`src/rtl/pds_pkg.sv`:
```
package pds_pkg;
  typedef enum logic [1:0] {
    ST_RUN    = 2'd0,
    ST_DOWN   = 2'd1,
    ST_WAKE   = 2'd2,
    ST_RESUME = 2'd3
  } pds_state_e;
endpackage

```
`src/rtl/pds_rst_sync.sv`:
```
module pds_rst_sync #(
  parameter int STAGES = 2
) (
  input  logic clk,
  input  logic arst_n,
  output logic rst_n_o
);
  logic [STAGES-1:0] sync_q;

  always_ff @(posedge clk or negedge arst_n) begin
    if (!arst_n) sync_q <= '0;
    else         sync_q <= {sync_q[STAGES-2:0], 1'b1};
  end

  assign rst_n_o = sync_q[STAGES-1];
endmodule

```
`src/rtl/pds_trig.sv`:
```
module pds_trig (
  input  logic clk,
  input  logic rst_n,
  input  logic pd_pin_i,
  input  logic sw_force_i,
  input  logic wake_irq_i,
  output logic enter_req_o,
  output logic wake_edge_o
);
  logic wake_prev_q;

  always_ff @(posedge clk or negedge rst_n) begin
    if (!rst_n) wake_prev_q <= 1'b0;
    else        wake_prev_q <= wake_irq_i;
  end

  assign wake_edge_o = wake_irq_i & ~wake_prev_q;
  assign enter_req_o = pd_pin_i | sw_force_i;
endmodule

```
`src/rtl/pds_wait_cnt.sv`:
```
module pds_wait_cnt #(
  parameter int SHORT_WAIT = 200,
  parameter int LONG_WAIT  = 4096,
  parameter int CNT_W      = $clog2(LONG_WAIT + 1)
) (
  input  logic clk,
  input  logic rst_n,
  input  logic load_i,
  input  logic long_i,
  input  logic count_en_i,
  output logic done_o
);
  localparam logic [CNT_W-1:0] SHORT_LOAD = CNT_W'(SHORT_WAIT - 1);
  localparam logic [CNT_W-1:0] LONG_LOAD  = CNT_W'(LONG_WAIT - 1);

  logic [CNT_W-1:0] cnt_q, cnt_d;
  logic             cnt_en;

  always_comb begin
    cnt_d  = cnt_q;
    cnt_en = 1'b0;
    if (load_i) begin
      cnt_en = 1'b1;
      cnt_d  = long_i ? LONG_LOAD : SHORT_LOAD;
    end else if (count_en_i && (cnt_q != '0)) begin
      cnt_en = 1'b1;
      cnt_d  = cnt_q - 1'b1;
    end
  end

  always_ff @(posedge clk or negedge rst_n) begin
    if (!rst_n)      cnt_q <= '0;
    else if (cnt_en) cnt_q <= cnt_d;
  end

  assign done_o = (cnt_q == '0);
endmodule

```
`src/rtl/pds_fsm.sv`:
```
module pds_fsm
  import pds_pkg::*;
(
  input  logic       clk,
  input  logic       rst_n,
  input  logic       enter_req_i,
  input  logic       wake_edge_i,
  input  logic       wait_done_i,
  output logic       load_o,
  output logic       count_en_o,
  output logic       entering_o,
  output pds_state_e state_o
);
  pds_state_e state_q, state_d;

  always_comb begin
    state_d    = state_q;
    load_o     = 1'b0;
    entering_o = 1'b0;
    unique case (state_q)
      ST_RUN: begin
        if (enter_req_i) begin
          state_d    = ST_DOWN;
          entering_o = 1'b1;
        end
      end
      ST_DOWN: begin
        if (wake_edge_i) begin
          state_d = ST_WAKE;
          load_o  = 1'b1;
        end
      end
      ST_WAKE: begin
        if (wait_done_i) state_d = ST_RESUME;
      end
      ST_RESUME: state_d = ST_RUN;
      default:   state_d = ST_RUN;
    endcase
  end

  always_ff @(posedge clk or negedge rst_n) begin
    if (!rst_n) state_q <= ST_RUN;
    else        state_q <= state_d;
  end

  assign count_en_o = (state_q == ST_WAKE);
  assign state_o    = state_q;
endmodule

```
`src/rtl/pwr_dn_seq.sv`:
```
module pwr_dn_seq
  import pds_pkg::*;
#(
  parameter int SHORT_WAIT = 200,
  parameter int LONG_WAIT  = 4096
) (
  input  logic clk,
  input  logic rst_n,
  input  logic pd_pin_i,
  input  logic sw_force_i,
  input  logic wake_irq_i,
  input  logic osc_stop_i,
  input  logic ctx_clear_i,
  output logic pd_ack_o,
  output logic osc_en_o,
  output logic core_run_o,
  output logic resume_o,
  output logic ctx_clear_o
);
  localparam int CNT_W = $clog2(LONG_WAIT + 1);

  logic       rst_sync_n;
  logic       enter_req, wake_edge, wait_done;
  logic       load, count_en, entering;
  logic       osc_stop_q, ctx_clear_q;
  pds_state_e state;

  pds_rst_sync #(.STAGES(2)) u_rst (
    .clk(clk), .arst_n(rst_n), .rst_n_o(rst_sync_n)
  );

  pds_trig u_trig (
    .clk(clk), .rst_n(rst_sync_n), .pd_pin_i(pd_pin_i), .sw_force_i(sw_force_i),
    .wake_irq_i(wake_irq_i), .enter_req_o(enter_req), .wake_edge_o(wake_edge)
  );

  pds_wait_cnt #(.SHORT_WAIT(SHORT_WAIT), .LONG_WAIT(LONG_WAIT), .CNT_W(CNT_W)) u_cnt (
    .clk(clk), .rst_n(rst_sync_n), .load_i(load), .long_i(osc_stop_q),
    .count_en_i(count_en), .done_o(wait_done)
  );

  pds_fsm u_fsm (
    .clk(clk), .rst_n(rst_sync_n), .enter_req_i(enter_req), .wake_edge_i(wake_edge),
    .wait_done_i(wait_done), .load_o(load), .count_en_o(count_en),
    .entering_o(entering), .state_o(state)
  );

  always_ff @(posedge clk or negedge rst_sync_n) begin
    if (!rst_sync_n)   osc_stop_q <= 1'b0;
    else if (entering) osc_stop_q <= osc_stop_i;
  end

  always_ff @(posedge clk or negedge rst_sync_n) begin
    if (!rst_sync_n) ctx_clear_q <= 1'b0;
    else if (load)   ctx_clear_q <= ctx_clear_i;
  end

  assign pd_ack_o    = (state == ST_DOWN);
  assign osc_en_o    = !((state == ST_DOWN) && osc_stop_q);
  assign core_run_o  = (state == ST_RUN);
  assign resume_o    = (state == ST_RESUME);
  assign ctx_clear_o = ctx_clear_q;
endmodule

```
`config.mk`:
```
export PLATFORM = sky130hd
export DESIGN_NAME = pwr_dn_seq
export DESIGN_NICKNAME = d
export VERILOG_FILES = /design/src/rtl/pds_pkg.sv /design/src/rtl/pds_rst_sync.sv /design/src/rtl/pds_trig.sv /design/src/rtl/pds_wait_cnt.sv /design/src/rtl/pds_fsm.sv /design/src/rtl/pwr_dn_seq.sv
export SDC_FILE = /design/constraint.sdc
export NUM_CORES = 1
export LEC_CHECK = 0
export ABC_AREA = 1
export CORE_ASPECT_RATIO = 0.9
export CORE_MARGIN = 2
export CORE_UTILIZATION = 46
export CTS_CLUSTER_DIAMETER = 30
export DETAILED_ROUTE_END_ITERATION = 6
export PLACE_DENSITY = 0.66
export SYNTH_ARGS = -nofsm -noshare
export SYNTH_HDL_FRONTEND = slang
export SYNTH_SLANG_ARGS = --single-unit
```
`constraint.sdc`:
```
create_clock -name clk -period 1 [get_ports clk]
set_input_delay 0.2 -clock clk [delete_from_list [all_inputs] [get_ports clk]]
set_output_delay 0.2 -clock clk [all_outputs]
set_load 0.1 [all_outputs]
```
==> results of run 1 <==
[where the power goes]
part	internal (W)	switching (W)	leakage, nW	total, W
clock	0.000405	0.000264	0.0279	0.000669
sequential	0.00114	0.000310	0.248	0.00145
combinational	0.00262	0.00316	0.849	0.00578
[per-layer routing]
layer,up-vias,track usage,part of all wire
met5,-,0,0
met4,0,0.0741,0.023
met1,673,0.352,0.44
met2,41,0.471,0.49
li1,692,-,-
met3,10,0.0591,0.050
[Yosys cell counts]
cell type                  count
sky130_fd_sc_hd__nand2_2       2
sky130_fd_sc_hd__nand3_1      26
sky130_fd_sc_hd__conb_1        1
sky130_fd_sc_hd__nor2_2        3
sky130_fd_sc_hd__ha_1          6
sky130_fd_sc_hd__nor2_4        2
sky130_fd_sc_hd__inv_1        16
sky130_fd_sc_hd__clkbuf_1      2
sky130_fd_sc_hd__buf_6         2
sky130_fd_sc_hd__xor2_1        1
sky130_fd_sc_hd__or2_2         2
sky130_fd_sc_hd__dfrtp_1      20
sky130_fd_sc_hd__nand3_2       1
sky130_fd_sc_hd__a22o_1        1
sky130_fd_sc_hd__nand4_4       1
sky130_fd_sc_hd__nand2_1      60
sky130_fd_sc_hd__nor2_1       15
sky130_fd_sc_hd__inv_2         3
sky130_fd_sc_hd__nand3b_1      1
sky130_fd_sc_hd__o21ai_0       8
sky130_fd_sc_hd__nand4_1       1
sky130_fd_sc_hd__nand2_4       2
sky130_fd_sc_hd__mux2_2        1
[cell type report]
cell class / instances / area share
Multi-Input combinational cell: 137 / 0.408
Timing Repair Buffer: 61 / 0.281
Clock buffer: 3 / 0.0105
Clock inverter: 1 / 0.0140
Inverter: 19 / 0.0344
Tap cell: 30 / 0.0175
Sequential cell: 20 / 0.235
[placed cells by master (no fill, tap or decap), types with 2 or more instances in the layout]
master	Yosys	layout
sky130_fd_sc_hd__o21ai_2	0	4
sky130_fd_sc_hd__nand2_1	60	53
sky130_fd_sc_hd__inv_1	16	12
sky130_fd_sc_hd__inv_2	3	6
sky130_fd_sc_hd__buf_4	0	40
sky130_fd_sc_hd__nor2_1	15	14
sky130_fd_sc_hd__nor2_2	3	4
sky130_fd_sc_hd__nand2_2	2	7
sky130_fd_sc_hd__dfrtp_1	20	18
sky130_fd_sc_hd__nand3_2	1	4
sky130_fd_sc_hd__clkbuf_4	0	3
sky130_fd_sc_hd__o21ai_0	8	3
sky130_fd_sc_hd__nor2_4	2	2
sky130_fd_sc_hd__nand2_4	2	3
sky130_fd_sc_hd__dfrtp_2	0	2
sky130_fd_sc_hd__nand2_8	0	3
sky130_fd_sc_hd__ha_4	0	4
sky130_fd_sc_hd__buf_12	0	6
sky130_fd_sc_hd__clkdlybuf4s50_1	0	6
sky130_fd_sc_hd__nand3_1	26	23
sky130_fd_sc_hd__buf_6	2	7
[timing repair]
action,in CTS,in global routing
gates cloned,4,0
pin swaps,2,3
endpoints found under the setup margin,22,22
resized for setup,27,17
setup buffers,8,2
[final timing paths]
path                                        from               end  slack, ns  cells past startpoint
worst max-delay path            u_fsm.state_o[1]          osc_en_o      -0.54                      5
worst min-delay path                       rst_n   u_rst.sync_q[0]       0.04                      1
min in group clk                 u_rst.sync_q[0]   u_rst.sync_q[1]       0.38                      0
max in group asynchronous        u_rst.sync_q[1]  u_fsm.state_o[0]       0.65                      1
worst min register to register   u_rst.sync_q[1]  u_fsm.state_o[1]       0.20                      1
worst max register to register  u_fsm.state_o[1]   u_cnt.cnt_q[12]      -0.51                      8
[per-stage QoR]
step	setup TNS [ns]	worst slack [ns]
floorplan	-8.29	-0.478
global placement	-7.59	-0.491
detailed placement	-8.00	-0.499
CTS	-9.82	-0.553
global route	-11.36	-0.600
finish	-9.94	-0.545
[worst register-to-register path, stage by stage, from the launching register on]
cell,delay (ns)
sky130_fd_sc_hd__dfrtp_1,0.43
sky130_fd_sc_hd__inv_2,0.12
sky130_fd_sc_hd__ha_4,0.15
sky130_fd_sc_hd__buf_4,0.13
sky130_fd_sc_hd__nand3_4,0.18
sky130_fd_sc_hd__buf_6,0.19
sky130_fd_sc_hd__buf_4,0.13
sky130_fd_sc_hd__nand2_1,0.07
sky130_fd_sc_hd__nor2_1,0.04
[registers in the layout (all words and copies together) (netlist names)]
| signal | cells |
|---|---|
| ctx_clear_o | 1 |
| osc_stop_q | 1 |
| u_cnt.cnt_q | 13 |
| u_fsm.state_o | 2 |
| u_rst.sync_q | 2 |
| u_trig.wake_prev_q | 1 |
[cells by family (layout without fill, tap and decap cells)]
| group | Yosys count | after routing |
|---|---|---|
| and+or+nand+nor | 116 | 119 |
| other | 1 | 1 |
| xor gates and xnor gates | 1 | 1 |
| DFF | 20 | 20 |
| muxes | 1 | 1 |
| AOI/OAI and AO/OA | 9 | 9 |
| adders and majority gates | 6 | 6 |
| buffers and inverters | 23 | 84 |
==> metrics.log, run 1 <==
[metrics] Fin. Hold Viols: 0
[metrics] cell row count: 18
[metrics] sequential standard cell area: just over 500 µm²
[metrics] buffers plus inverters on the worst setup path: 3
[metrics] multiplexer share of the synthesized area: 0.00870
[metrics] initial core utilization: 0.479
[metrics] final-report setup violation count: 22
[metrics] post-detailed-route DRC marker count: 0
[metrics] Cell Area, Placed: roughly 1800 µm²
[metrics] global-route wire length before repair: roughly 6600 µm
[metrics] basic-gate share of the synthesized area counting and, or, nand and nor cells: 0.421
[metrics] drt first-iter violations: 75
[metrics] post-layout instance area: between 2000 and 2500 µm²
[metrics] library cell occupying the most area in the post-synthesis netlist: sky130_fd_sc_hd__dfrtp_1
[metrics] number of cells produced by synthesis: ~180
[metrics] CP arrival: between 1 and 1.5 ns
[metrics] startpoint class of the critical path: register
[metrics] total number of vias: approximately 1400
[metrics] later-pin clock latency in the skew report: about 0.31 ns
[metrics] areal power density over the cells: approximately 3700 nW/µm²
[metrics] type of the most critical hold path: input port to async pin
[metrics] CP peak stage delay: about 0.43 ns
[metrics] number of fillers in the final layout: about 170
[metrics] max-cap check violation count: 0
[metrics] Post-Synthesis Cell Area: 1290 µm²
[metrics] pin count of the biggest net entering global routing: 13
[metrics] crit path kind: register to output pin
[metrics] failing checks: negative setup slack
[metrics] number of nets in the layout: around 260
[metrics] Worst Hold Slack: 0.0356 ns
[metrics] total grt overflow: 0
[metrics] count of H-tree levels built during CTS: 1
[metrics] mean post-synth cell area: approximately 7.3 µm²
[metrics] Yosys cell types: 23
[metrics] area taken by multi-input logic gates: 875 µm²
[metrics] Slowest-stage cell, CP: sky130_fd_sc_hd__dfrtp_1
[metrics] Max Freq: ~650 MHz
[metrics] clock buffer depth: 2
[metrics] overall track demand over capacity in global routing: 0.275
[metrics] Critical Path Sink Type: output pin
[metrics] register bit total from synthesis: 20
[metrics] clock tree from TritonCTS: built
[metrics] post-synth top area share: 0.386
[metrics] Post-Synth Adder-Cell Area: 0.0580
[metrics] antenna diode instance count: 0
[metrics] ordered list of cells on the worst path: inv_2 > ha_4 > buf_6 > nand2_4 > buf_12
[metrics] layout cell share with drive strength beyond 1: 0.436
[metrics] Seq/Total Area, Yosys: 0.386
[metrics] routed via count divided by cell count: between 5 and 6
[metrics] final antenna-violating net count: 0
[metrics] initial antenna violation count: 0
[metrics] number of pins exceeding their max-slew limit in the final report: 0
[metrics] layout-stage area growth over the synthesis result: 65.5%
[metrics] total power: just under 0.008 W
[metrics] gp weighted congestion: just under 0.9
[metrics] final core occ: 0.793
[metrics] full die area: between 3000 and 4000 µm²
[metrics] Synth warnings: 0
[metrics] RSZ-0062 raised after global routing: yes
[metrics] overall routed net length: between 3000 and 4000 µm
[metrics] XOR/XNOR share of the synthesized area: 0.00676
[metrics] length of the first detailed-routing pass in iterations: 4
[metrics] number of cells in the finished layout apart from fillers: approximately 270
[metrics] maximum net fanout on the critical path: 3
[metrics] detailed placement HPWL: around 2600 µm
[metrics] complex-gate fraction of the synthesized area: 0.0377
[metrics] number of port buffers: 11
[metrics] final period demand of the worst path: about 1.5 ns
[metrics] CTS Hold Buffers Added: 0
[metrics] result of the run: finished, violations left
[metrics] setup slack of the critical path after layout: -0.545 ns
[metrics] CP top delay family: flip-flops
[metrics] peak supply drop: 0.00231 V
[metrics] clock edge transition at the registers on the reported setup and hold paths: about 0.12 ns
[metrics] placeable core region: about 2700 µm²
[metrics] total nets after synthesis: 190
[metrics] vias in the first global route: around 1500
[metrics] Num Clock Sinks: 20
[metrics] count of placed standard cells including taps: between 200 and 300
[metrics] number of top-level design ports: 12
[metrics] average detailed-routed wire length per instance: about 15 µm
[metrics] Die Ht: 54.3 µm
[metrics] Pleak: roughly 1.1 nW
[metrics] CP Data Required Time: 0.80 ns
[metrics] main combinational cell family by area after synthesis: simple AND/OR/NAND/NOR gates
[metrics] CTS Root Cell: sky130_fd_sc_hd__clkbuf_4
[metrics] number of clock buffers inserted by TritonCTS: 3
[metrics] Worst Clk Skew: about 0.0032 ns
[metrics] final worst path period share: 1.54
[metrics] die span in x: 59.9 µm
[metrics] largest cells by area after synthesis: sky130_fd_sc_hd__dfrtp_1, sky130_fd_sc_hd__nand2_1, sky130_fd_sc_hd__nand3_1
No activity file was read; power rests on OpenSTA's default activity.
==> inputs of run 2 (changes only) <==
--- a/config.mk
+++ b/config.mk
@@ -11,6 +11,7 @@
 export CORE_UTILIZATION = 46
 export CTS_CLUSTER_DIAMETER = 30
 export DETAILED_ROUTE_END_ITERATION = 6
+export GPL_TIMING_DRIVEN = 0
 export PLACE_DENSITY = 0.66
 export SYNTH_ARGS = -nofsm -noshare
 export SYNTH_HDL_FRONTEND = slang
==> metrics.log, run 2 (synthesis results as in run 1) <==
[metrics] clock tree from TritonCTS: built
[metrics] failing checks: negative setup slack
[metrics] clock share of power: 0.087 (+0.002)
[metrics] CP Data Required Time: 1.28 ns (+0.48 ns)
[metrics] final antenna-violating net count: 0 (unchanged)
[metrics] clock buffer depth: 2 (unchanged)
[metrics] number of cells in the finished layout apart from fillers: 255 (-5.9%)
[metrics] final worst path period share: 1.49 (-0.0540)
[metrics] total grt overflow: 0 (unchanged)
[metrics] CTS Hold Buffers Added: 0 (unchanged)
[metrics] number of top-level design ports: 12 (unchanged)
[metrics] placeable core region: 2700 µm² (unchanged)
[metrics] overall routed net length: 4460 µm (+13%)
[metrics] clock edge transition at the registers on the reported setup and hold paths: 0.13 ns (about the same)
[metrics] startpoint class of the critical path: register
[metrics] Max Freq: 671 MHz (+3.6%)
[metrics] maximum net fanout on the critical path: 5 (+2)
[metrics] drt first-iter violations: 66 (-12%)
[metrics] result of the run: finished, violations left
[metrics] later-pin clock latency in the skew report: 0.33 ns (+0.02 ns)
[metrics] pre-CTS setup slack: -1.06 ns (-0.561 ns)
[metrics] CP arrival: 1.77 ns (+0.43 ns)
[metrics] power spent charging and discharging nets: 0.00401 W (+7.4%)
[metrics] terminus of the critical flop-to-flop path: u_cnt.cnt_q[3]
[metrics] total number of vias: 1471 (+3.9%)
[metrics] RSZ-0062 raised after global routing: yes
[metrics] crit path kind: register to register
[metrics] initial antenna violation count: 0 (unchanged)
[metrics] Num Clock Sinks: 20 (unchanged)
[metrics] cell row count: 18 (unchanged)
[metrics] Worst Clk Skew: 0.00525 ns (+0.00202 ns)
[metrics] Fin. Hold Viols: 0 (unchanged)
[metrics] proportion of power drawn by flip-flops and latches: 0.188 (+0.005)
[metrics] gp weighted congestion: 0.821 (-7.1%)
[metrics] count of H-tree levels built during CTS: 1 (unchanged)
[metrics] full die area: 3260 µm² (unchanged)
[metrics] switching part of the total: 0.492 (+0.0196)
[metrics] layout-stage area growth over the synthesis result: 64.5%
[metrics] flop-to-flop setup slack: -0.49 ns (+0.02 ns)
[metrics] setup slack of the critical path after layout: -0.491 ns (+0.0540 ns)
[metrics] type of the most critical hold path: input port to async pin
[metrics] die span in x: 59.9 µm (unchanged)
[metrics] Die Ht: 54.3 µm (unchanged)
[metrics] Worst Hold Slack: 0.00418 ns (-0.0314 ns)
[metrics] number of pins exceeding their max-slew limit in the final report: 0 (unchanged)
[metrics] Worst Reg-to-Reg Cells: 9 (+1)
[metrics] vias in the first global route: 1343 (-8.4%)
[metrics] post-detailed-route DRC marker count: 0 (unchanged)
[metrics] average detailed-routed wire length per instance: 17.5 µm (+20%)
[metrics] Logic pwr share: 0.726 (-0.006)
[metrics] number of clock buffers inserted by TritonCTS: 3 (unchanged)
[metrics] CTS Root Cell: sky130_fd_sc_hd__clkbuf_4
[metrics] internal power summed over all cells: 0.00414 W (-0.68%)
[metrics] max-cap check violation count: 0 (unchanged)
[metrics] peak supply drop: 0.00290 V (+25%)
[metrics] antenna diode instance count: 0 (unchanged)
[metrics] Largest register FFs: 13 (unchanged)
[metrics] number of nets in the layout: 239 (-6.3%)
[metrics] routed via count divided by cell count: 5.77 (+10%)
[metrics] count of placed standard cells including taps: 218 (-14%)
[metrics] detailed placement HPWL: 2070 µm (-20%)
[metrics] layout cell share with drive strength beyond 1: 0.498 (+0.0621)
[metrics] total power: 0.00815 W (+3.2%)
[metrics] length of the first detailed-routing pass in iterations: 4 (unchanged)
[metrics] global-route wire length before repair: 5980 µm (-9.2%)
[metrics] final period demand of the worst path: 1.49 ns (-0.0540 ns)
[metrics] number of port buffers: 11 (unchanged)
[metrics] final-report setup violation count: 22 (unchanged)
[metrics] overall track demand over capacity in global routing: 0.252 (-0.0236)
[metrics] most common cell after layout, fill and taps aside: sky130_fd_sc_hd__nand2_1
[metrics] launch instance of the worst register-to-register path: u_cnt.cnt_q[4]
[metrics] commonest non-fill, non-tap cells in the layout: sky130_fd_sc_hd__nand2_1, sky130_fd_sc_hd__buf_4, sky130_fd_sc_hd__nand3_1, sky130_fd_sc_hd__dfrtp_1, sky130_fd_sc_hd__nand2_2
[metrics] Largest Register: u_cnt.cnt_q
[metrics] areal power density over the cells: 3820 nW/µm² (+3.8%)
[metrics] Pleak: 1.09 nW (-3.0%)
[metrics] pin count of the biggest net entering global routing: 19 (+6)
[metrics] initial core utilization: 0.479 (unchanged)
[metrics] Critical Path Sink Type: register
[run 2: cell types whose count changed in the layout (fill, tap and decap cells not counted), sizes merged]
cell,before,now
buf,55,39
clkbuf,3,5
nand2,66,64
[run 2: worst max-delay path, stage by stage, from the launching register on]
cell and delay [ns]:
sky130_fd_sc_hd__dfrtp_1 0.46, sky130_fd_sc_hd__inv_2 0.12, sky130_fd_sc_hd__nand2_4 0.07, sky130_fd_sc_hd__nor2_4 0.12, sky130_fd_sc_hd__nand4_4 0.16, sky130_fd_sc_hd__nand2_8 0.13, sky130_fd_sc_hd__buf_12 0.12, sky130_fd_sc_hd__buf_16 0.11
sky130_fd_sc_hd__nand3_1 0.08, sky130_fd_sc_hd__nand2_1 0.08
[run 2: how the worst max path moves through the flow]
stage | startpoint | to | slack [ns] | depth (start not counted)
2_1_floorplan | u_fsm.state_o[1] | u_cnt.cnt_q[8] | -0.48 | 8
3_3_place_gp | u_fsm.state_o[0] | core_run_o | -1.04 | 3
3_5_place_dp | u_fsm.state_o[0] | core_run_o | -1.06 | 3
4_1_cts | u_fsm.state_o[1] | osc_en_o | -0.44 | 4
5_1_grt | u_cnt.cnt_q[0] | u_cnt.cnt_q[8] | -0.60 | 9
6_report | u_cnt.cnt_q[4] | u_cnt.cnt_q[3] | -0.49 | 9
[run 2: power groups by stage]
stage / registers (W) / clock network [W] / logic [W]
global placement: 0.00149 / 0 / 0.00338
finish: 0.00153 / 0.000708 / 0.00591
CTS: 0.00147 / 0.000695 / 0.00491
global route: 0.00157 / 0.000744 / 0.00625
floorplan: 0.00157 / 0 / 0.00276
detailed placement: 0.00151 / 0 / 0.00346
[run 2: repair_timing]
action / in CTS / in global routing
endpoints found under the setup margin: 22 / 24
pin swaps: 9 / 14
buffers inserted: 23 / 8
gates cloned: 3 / 0
gates resized for setup: 78 / 36
[run 2: per-layer routing]
layer  up-vias  wire length, µm  global-route usage
met1       720             1760               0.304
met4         0              151               0.107
met3        20              271              0.0567
li1        658                -                   -
met2        73             2280               0.431
met5         -                0                   0
[run 2: cell type report]
| cell class | count | area [µm²] |
|---|---|---|
| Multi-Input combinational cell | 135 | 932 |
| Fill cell | 145 | 572 |
| Sequential cell | 20 | 507 |
| Timing Repair Buffer | 44 | 478 |
| Inverter | 19 | 73.8 |
| Buffer | 3 | 50.0 |
| Tap cell | 30 | 37.5 |
| Clock inverter | 1 | 30.0 |
| Clock buffer | 3 | 22.5 |
[run 2: metrics by stage]
| step | area [µm²] | utilization | setup TNS (ns) |
|---|---|---|---|
| detailed placement | 1500 | 0.555 | -12.01 |
| global route | 2130 | 0.788 | -10.69 |
| global placement | 1500 | 0.555 | -11.36 |
| floorplan | 1350 | - | -8.29 |
| finish | 2130 | 0.788 | -9.44 |
| CTS | 1960 | 0.724 | -8.29 |
